===== config.mk =====
export PLATFORM = sky130hd
export DESIGN_NAME = burst_addr_reg
export DESIGN_NICKNAME = d
export VERILOG_FILES = /design/src/rtl/bac_pkg.sv /design/src/rtl/bac_rst_sync.sv /design/src/rtl/bac_decode.sv /design/src/rtl/bac_next.sv /design/src/rtl/burst_addr_reg.sv
export SDC_FILE = /design/constraint.sdc
export NUM_CORES = 1
export LEC_CHECK = 0
export ABC_AREA = 1
export ABC_CLOCK_PERIOD_IN_PS = 1200
export CAP_MARGIN = 20
export CORE_MARGIN = 3
export CORE_UTILIZATION = 50
export DETAILED_ROUTE_END_ITERATION = 10
export PLACE_DENSITY = 0.86
export SETUP_SLACK_MARGIN = 0.2
export SYNTH_ARGS = -nofsm -noshare
export SYNTH_HDL_FRONTEND = slang
export SYNTH_HIERARCHICAL = 1
export SYNTH_SLANG_ARGS = --single-unit

===== constraint.sdc =====
create_clock -name clk -period 1.2 [get_ports clk]
set_clock_uncertainty 0.15 [all_clocks]
set_input_delay 0.18 -clock clk [delete_from_list [all_inputs] [get_ports clk]]
set_output_delay 0.18 -clock clk [all_outputs]
set_load 0.02 [all_outputs]

===== src/rtl/bac_pkg.sv =====
package bac_pkg;
  typedef enum logic [1:0] {
    OP_HOLD = 2'd0,
    OP_STEP = 2'd1,
    OP_LOAD = 2'd2,
    OP_CLR  = 2'd3
  } bac_op_e;
endpackage


===== src/rtl/bac_rst_sync.sv =====
module bac_rst_sync #(
  parameter int STAGES = 2
) (
  input  logic clk,
  input  logic rst_n,
  output logic rst_q_n
);
  logic [STAGES-1:0] sync_q;

  always_ff @(posedge clk or negedge rst_n) begin
    if (!rst_n) sync_q <= '0;
    else        sync_q <= {sync_q[STAGES-2:0], 1'b1};
  end

  assign rst_q_n = sync_q[STAGES-1];
endmodule


===== src/rtl/bac_decode.sv =====
module bac_decode
  import bac_pkg::*;
(
  input  logic    ads_n,
  input  logic    cnt_en_n,
  input  logic    cnt_rst_n,
  output bac_op_e op
);
  // clear outranks load, load outranks step, step outranks hold
  always_comb begin
    if (!cnt_rst_n)     op = OP_CLR;
    else if (!ads_n)    op = OP_LOAD;
    else if (!cnt_en_n) op = OP_STEP;
    else                op = OP_HOLD;
  end
endmodule


===== src/rtl/bac_next.sv =====
module bac_next
  import bac_pkg::*;
#(
  parameter int AW = 16
) (
  input  bac_op_e       op,
  input  logic [AW-1:0] cur,
  input  logic [AW-1:0] ext,
  output logic [AW-1:0] nxt,
  output logic          upd
);
  localparam logic [AW-1:0] ONE = AW'(1);

  always_comb begin
    nxt = cur;
    upd = 1'b1;
    unique case (op)
      OP_CLR:  nxt = '0;
      OP_LOAD: nxt = ext;
      OP_STEP: nxt = cur + ONE;
      default: upd = 1'b0;
    endcase
  end
endmodule


===== src/rtl/burst_addr_reg.sv =====
module burst_addr_reg
  import bac_pkg::*;
#(
  parameter int AW = 16,
  parameter int SYNC_STAGES = 2
) (
  input  logic          clk,
  input  logic          rst_n,
  input  logic [AW-1:0] ext_addr_i,
  input  logic          ads_n_i,
  input  logic          cnt_en_n_i,
  input  logic          cnt_rst_n_i,
  output logic [AW-1:0] addr_o
);
  logic          rst_q_n;
  bac_op_e       op;
  logic [AW-1:0] addr_q;
  logic [AW-1:0] addr_d;
  logic          addr_en;
  logic          armed_q;

  bac_rst_sync #(.STAGES(SYNC_STAGES)) u_sync (
    .clk     (clk),
    .rst_n   (rst_n),
    .rst_q_n (rst_q_n)
  );

  bac_decode u_dec (
    .ads_n     (ads_n_i),
    .cnt_en_n  (cnt_en_n_i),
    .cnt_rst_n (cnt_rst_n_i),
    .op        (op)
  );

  bac_next #(.AW(AW)) u_next (
    .op  (op),
    .cur (addr_q),
    .ext (ext_addr_i),
    .nxt (addr_d),
    .upd (addr_en)
  );

  always_ff @(posedge clk or negedge rst_q_n) begin
    if (!rst_q_n)     addr_q <= '0;
    else if (addr_en) addr_q <= addr_d;
  end

  always_ff @(posedge clk or negedge rst_q_n) begin
    if (!rst_q_n) armed_q <= 1'b0;
    else          armed_q <= 1'b1;
  end

  assign addr_o = addr_q;


  clr_zero_chk: assert property (@(posedge clk) disable iff (!armed_q)
    $past(!cnt_rst_n_i) |-> addr_o == '0);

  load_capture_chk: assert property (@(posedge clk) disable iff (!armed_q)
    $past(cnt_rst_n_i && !ads_n_i) |-> addr_o == $past(ext_addr_i));

  step_inc_chk: assert property (@(posedge clk) disable iff (!armed_q)
    $past(cnt_rst_n_i && ads_n_i && !cnt_en_n_i) |-> addr_o == AW'($past(addr_o) + AW'(1)));

  hold_keep_chk: assert property (@(posedge clk) disable iff (!armed_q)
    $past(cnt_rst_n_i && ads_n_i && cnt_en_n_i) |-> $stable(addr_o));
endmodule


==> results.toml, run 1 <==
[logic_synthesis]
synth_commonest_cells = "nand2_1 (103), nand3_1 (25), inv_1 (21)"
syn_area_sq_mm = 0.001429
synth.area.top_cells = "dfrtp_1 (32%), nand2_1 (27%), nand3_1 (8.8%)"
synth.distinct_cells = 31
ys_seq_area_frac = 0.3152
avgSynthCellArea_sq_um = 6.436
synth.most_common_cell = "nand2_1"
synthFlopType = "dfrtp_1"
synthArstFlopShare = 1.000
ys_ff_latch = 18
synth-edff-count = 0
yosys.area.top_type = "dfrtp_1"
yosys_warnings = 6
postSynthNetCount = 244
synthCells = 222
yosysTopAreaCellShare = 0.3152

[detailed_routing]
viasPerCell = 6.003
drtIter0Drc = 227
drc = 0
drtAntennaViolNets = 0
vias = 2005
drt_wl_total_um = 5760
wl_per_cell_um = 17.25
firstDrtPassIters = 5

[setup_path]
slowest_stage = "dfrtp_2"
worst_setup_path_end_kind = "flip-flop"
cp-start-kind = "flip-flop"
critical-path-top-delay-family = "simple AND/OR/NAND/NOR gates"
cp_cell_sequence = "ha_4, nand3_4, nor2_4, a21oi_1, o21ai_0, nand3_1, nand2_1, nand2_1"
path_max_fanout = 5
crit_type = "reg2reg"
required_ns = 1.24
crit_arrival_ns = 1.68
cp_slowest_stage_delay_ns = 0.46
critPathMostFrequentCell = "nand2_1"
path_buf_inv = 0

[finish]
diodes = 0
num-fill-cells = 116
final_core_util = 0.9126
area_growth_pct = 65.41
nets = 327
stdcell_area_sq_mm = 0.002364
drive_gt1_frac = 0.4013
layout.cells.non_filler = 334

[sta]
fin_crit_ns = 1.639
setup_tns_ns = -5.941
fin_crit_sh = 1.366
holdWs_ns = 0.04928
slew_violations = 0
fmax_mhz = 610.1
final_hold_viol_count = 0
setup_viol = 29
rsz0062_at_grt = "true"
timing.final.ws_setup_ns = -0.4391

[status]
outcome = "finished with violations"
failed_checks = "setup timing"

[place]
hpwl_um = 2984
place_area_sq_mm = 0.002056
globalplace.congestion = 0.8667
placement.io_buffers = 36
place_inst = 312

[clock_network]
clk_latency_ns = 0.29
clock-root-buffer = "clkbuf_4"
clkSinkCount = 18
cts_buffer_depth = 2
htreeDepth = 1
clkTransAtPathRegs_ns = 0.11
cts_buffers = 3
cts_tree = "done"

[pwr]
p_per_area_mw_per_mm2 = 795.3
peakVddDrop_mv = 0.8830
leakage_nw = 1.178

[floorplan]
io_pins = 37
initial_core_util = 0.5517
die_x_um = 59.46
rows = 18
die_h_um = 59.46
coreArea_sq_mm = 0.002590
die_area_sq_mm = 0.003535

[global_route]
grt_max_degree = 17
grt_usage = 0.2683
grt_pass1_vias = 1738
grt_pass1_wl_um = 7300
grt_overflow = 0
antenna_found_initial = 0

[flow_run]
cap_violations = 0

[min_path]
min_path_type = "reg2async"
what timing repair did:
action | in CTS | in global routing
gates resized for setup | 114 | 22
hold buffers | 1 | 0
buffers inserted | 8 | 8
cloned | 1 | 0
hold endpoints to repair | 2 | 0
pin swaps | 18 | 11
setup endpoints to repair | 32 | 32
power by group:
part | total (W) | switching, W | leakage, nW | internal (W)
sequential | 0.000752 | 0.0000874 | 0.216 | 0.000665
clock | 0.000387 | 0.000202 | 0.0210 | 0.000185
combinational | 0.000741 | 0.000374 | 0.941 | 0.000367
total | 0.00188 | 0.000663 | 1.18 | 0.00122
worst paths after layout:
check,slack (ns),depth (start not counted),from,end
setup / recovery,-0.44,8,addr_o[0],addr_o[6]
hold / removal,0.05,1,u_sync/sync_q[1],addr_o[12]
setup reg to reg,-0.44,8,addr_o[0],addr_o[6]
hold reg to reg,0.05,1,u_sync/sync_q[1],addr_o[12]
max in group asynchronous,0.36,2,rst_n,u_sync/sync_q[1]
min in group clk,0.22,0,u_sync/sync_q[0],u_sync/sync_q[1]
layer usage:
layer  vias to the layer above  share of wire  track usage
li1                        861              -            -
met1                       884           0.34       0.3298
met2                       196           0.46       0.4758
met3                        64           0.13      0.02832
met4                         0          0.070       0.1003
met5                         -              0            0
stage by stage:
step | worst slack, ns | total power, W
after CTS | -0.2621 | 0.001774
after detailed placement | -0.6457 | 0.001318
after global placement | -0.5887 | 0.001306
after global routing | -0.5066 | 0.001974
after floorplan | -0.2488 | 0.001021
final | -0.4391 | 0.001880
cells in the final DEF (no fill, tap or decap), types with 2 or more instances in the layout:
cell type         n
nand2_1          97
buf_4            38
nand3_1          24
buf_6            23
clkdlybuf4s50_1  17
inv_1            16
dfrtp_2          13
nand2_2          11
dfrtp_1           5
nor2_1            5
o21ai_0           5
clkbuf_4          4
nor2_4            4
inv_8             3
inv_2             3
nor3_4            3
a21oi_2           3
nand4_1           3
dlygate4sd2_1     2
nand2_4           2
nand3_4           2
o21ai_2           2
o211ai_1          2
o21ai_1           2
state kept, by name (all words and copies together), names as in the netlist:
| register | count |
|---|---|
| u_sync/sync_q | 2 |
| addr_o | 16 |
cells by family (layout without fill, tap and decap cells):
family	count (synthesis)	after routing	share of synthesized area
AO/OA/AOI/OAI	16	16	0.06217
adder cells (fa/ha/maj)	1	1	0.008755
buffers and inverters	29	111	0.1051
flip-flops	18	18	0.3152
other	1	1	0.002624
AND/OR/NAND/NOR	157	157	0.5061
cell type report:
class | count | area [sq um] | area share
Sequential cell | 18 | 466.7 | 0.1975
Inverter | 24 | 120.1 | 0.05082
Clock buffer | 4 | 36.28 | 0.01535
Multi-Input combinational cell | 175 | 942.2 | 0.3986
Tap cell | 30 | 37.54 | 0.01588
Timing Repair Buffer | 83 | 760.7 | 0.3219
No activity file was read; power rests on OpenSTA's default activity.
==> run 2, diff against run 1 <==
--- a/config.mk
+++ b/config.mk
@@ -11,6 +11,7 @@
 export CORE_MARGIN = 3
 export CORE_UTILIZATION = 50
 export DETAILED_ROUTE_END_ITERATION = 10
+export HOLD_SLACK_MARGIN = 0.02
 export PLACE_DENSITY = 0.86
 export SETUP_SLACK_MARGIN = 0.2
 export SYNTH_ARGS = -nofsm -noshare
==> results of run 2 <==
Final layout, timing and power as in run 1 (identical DEF).
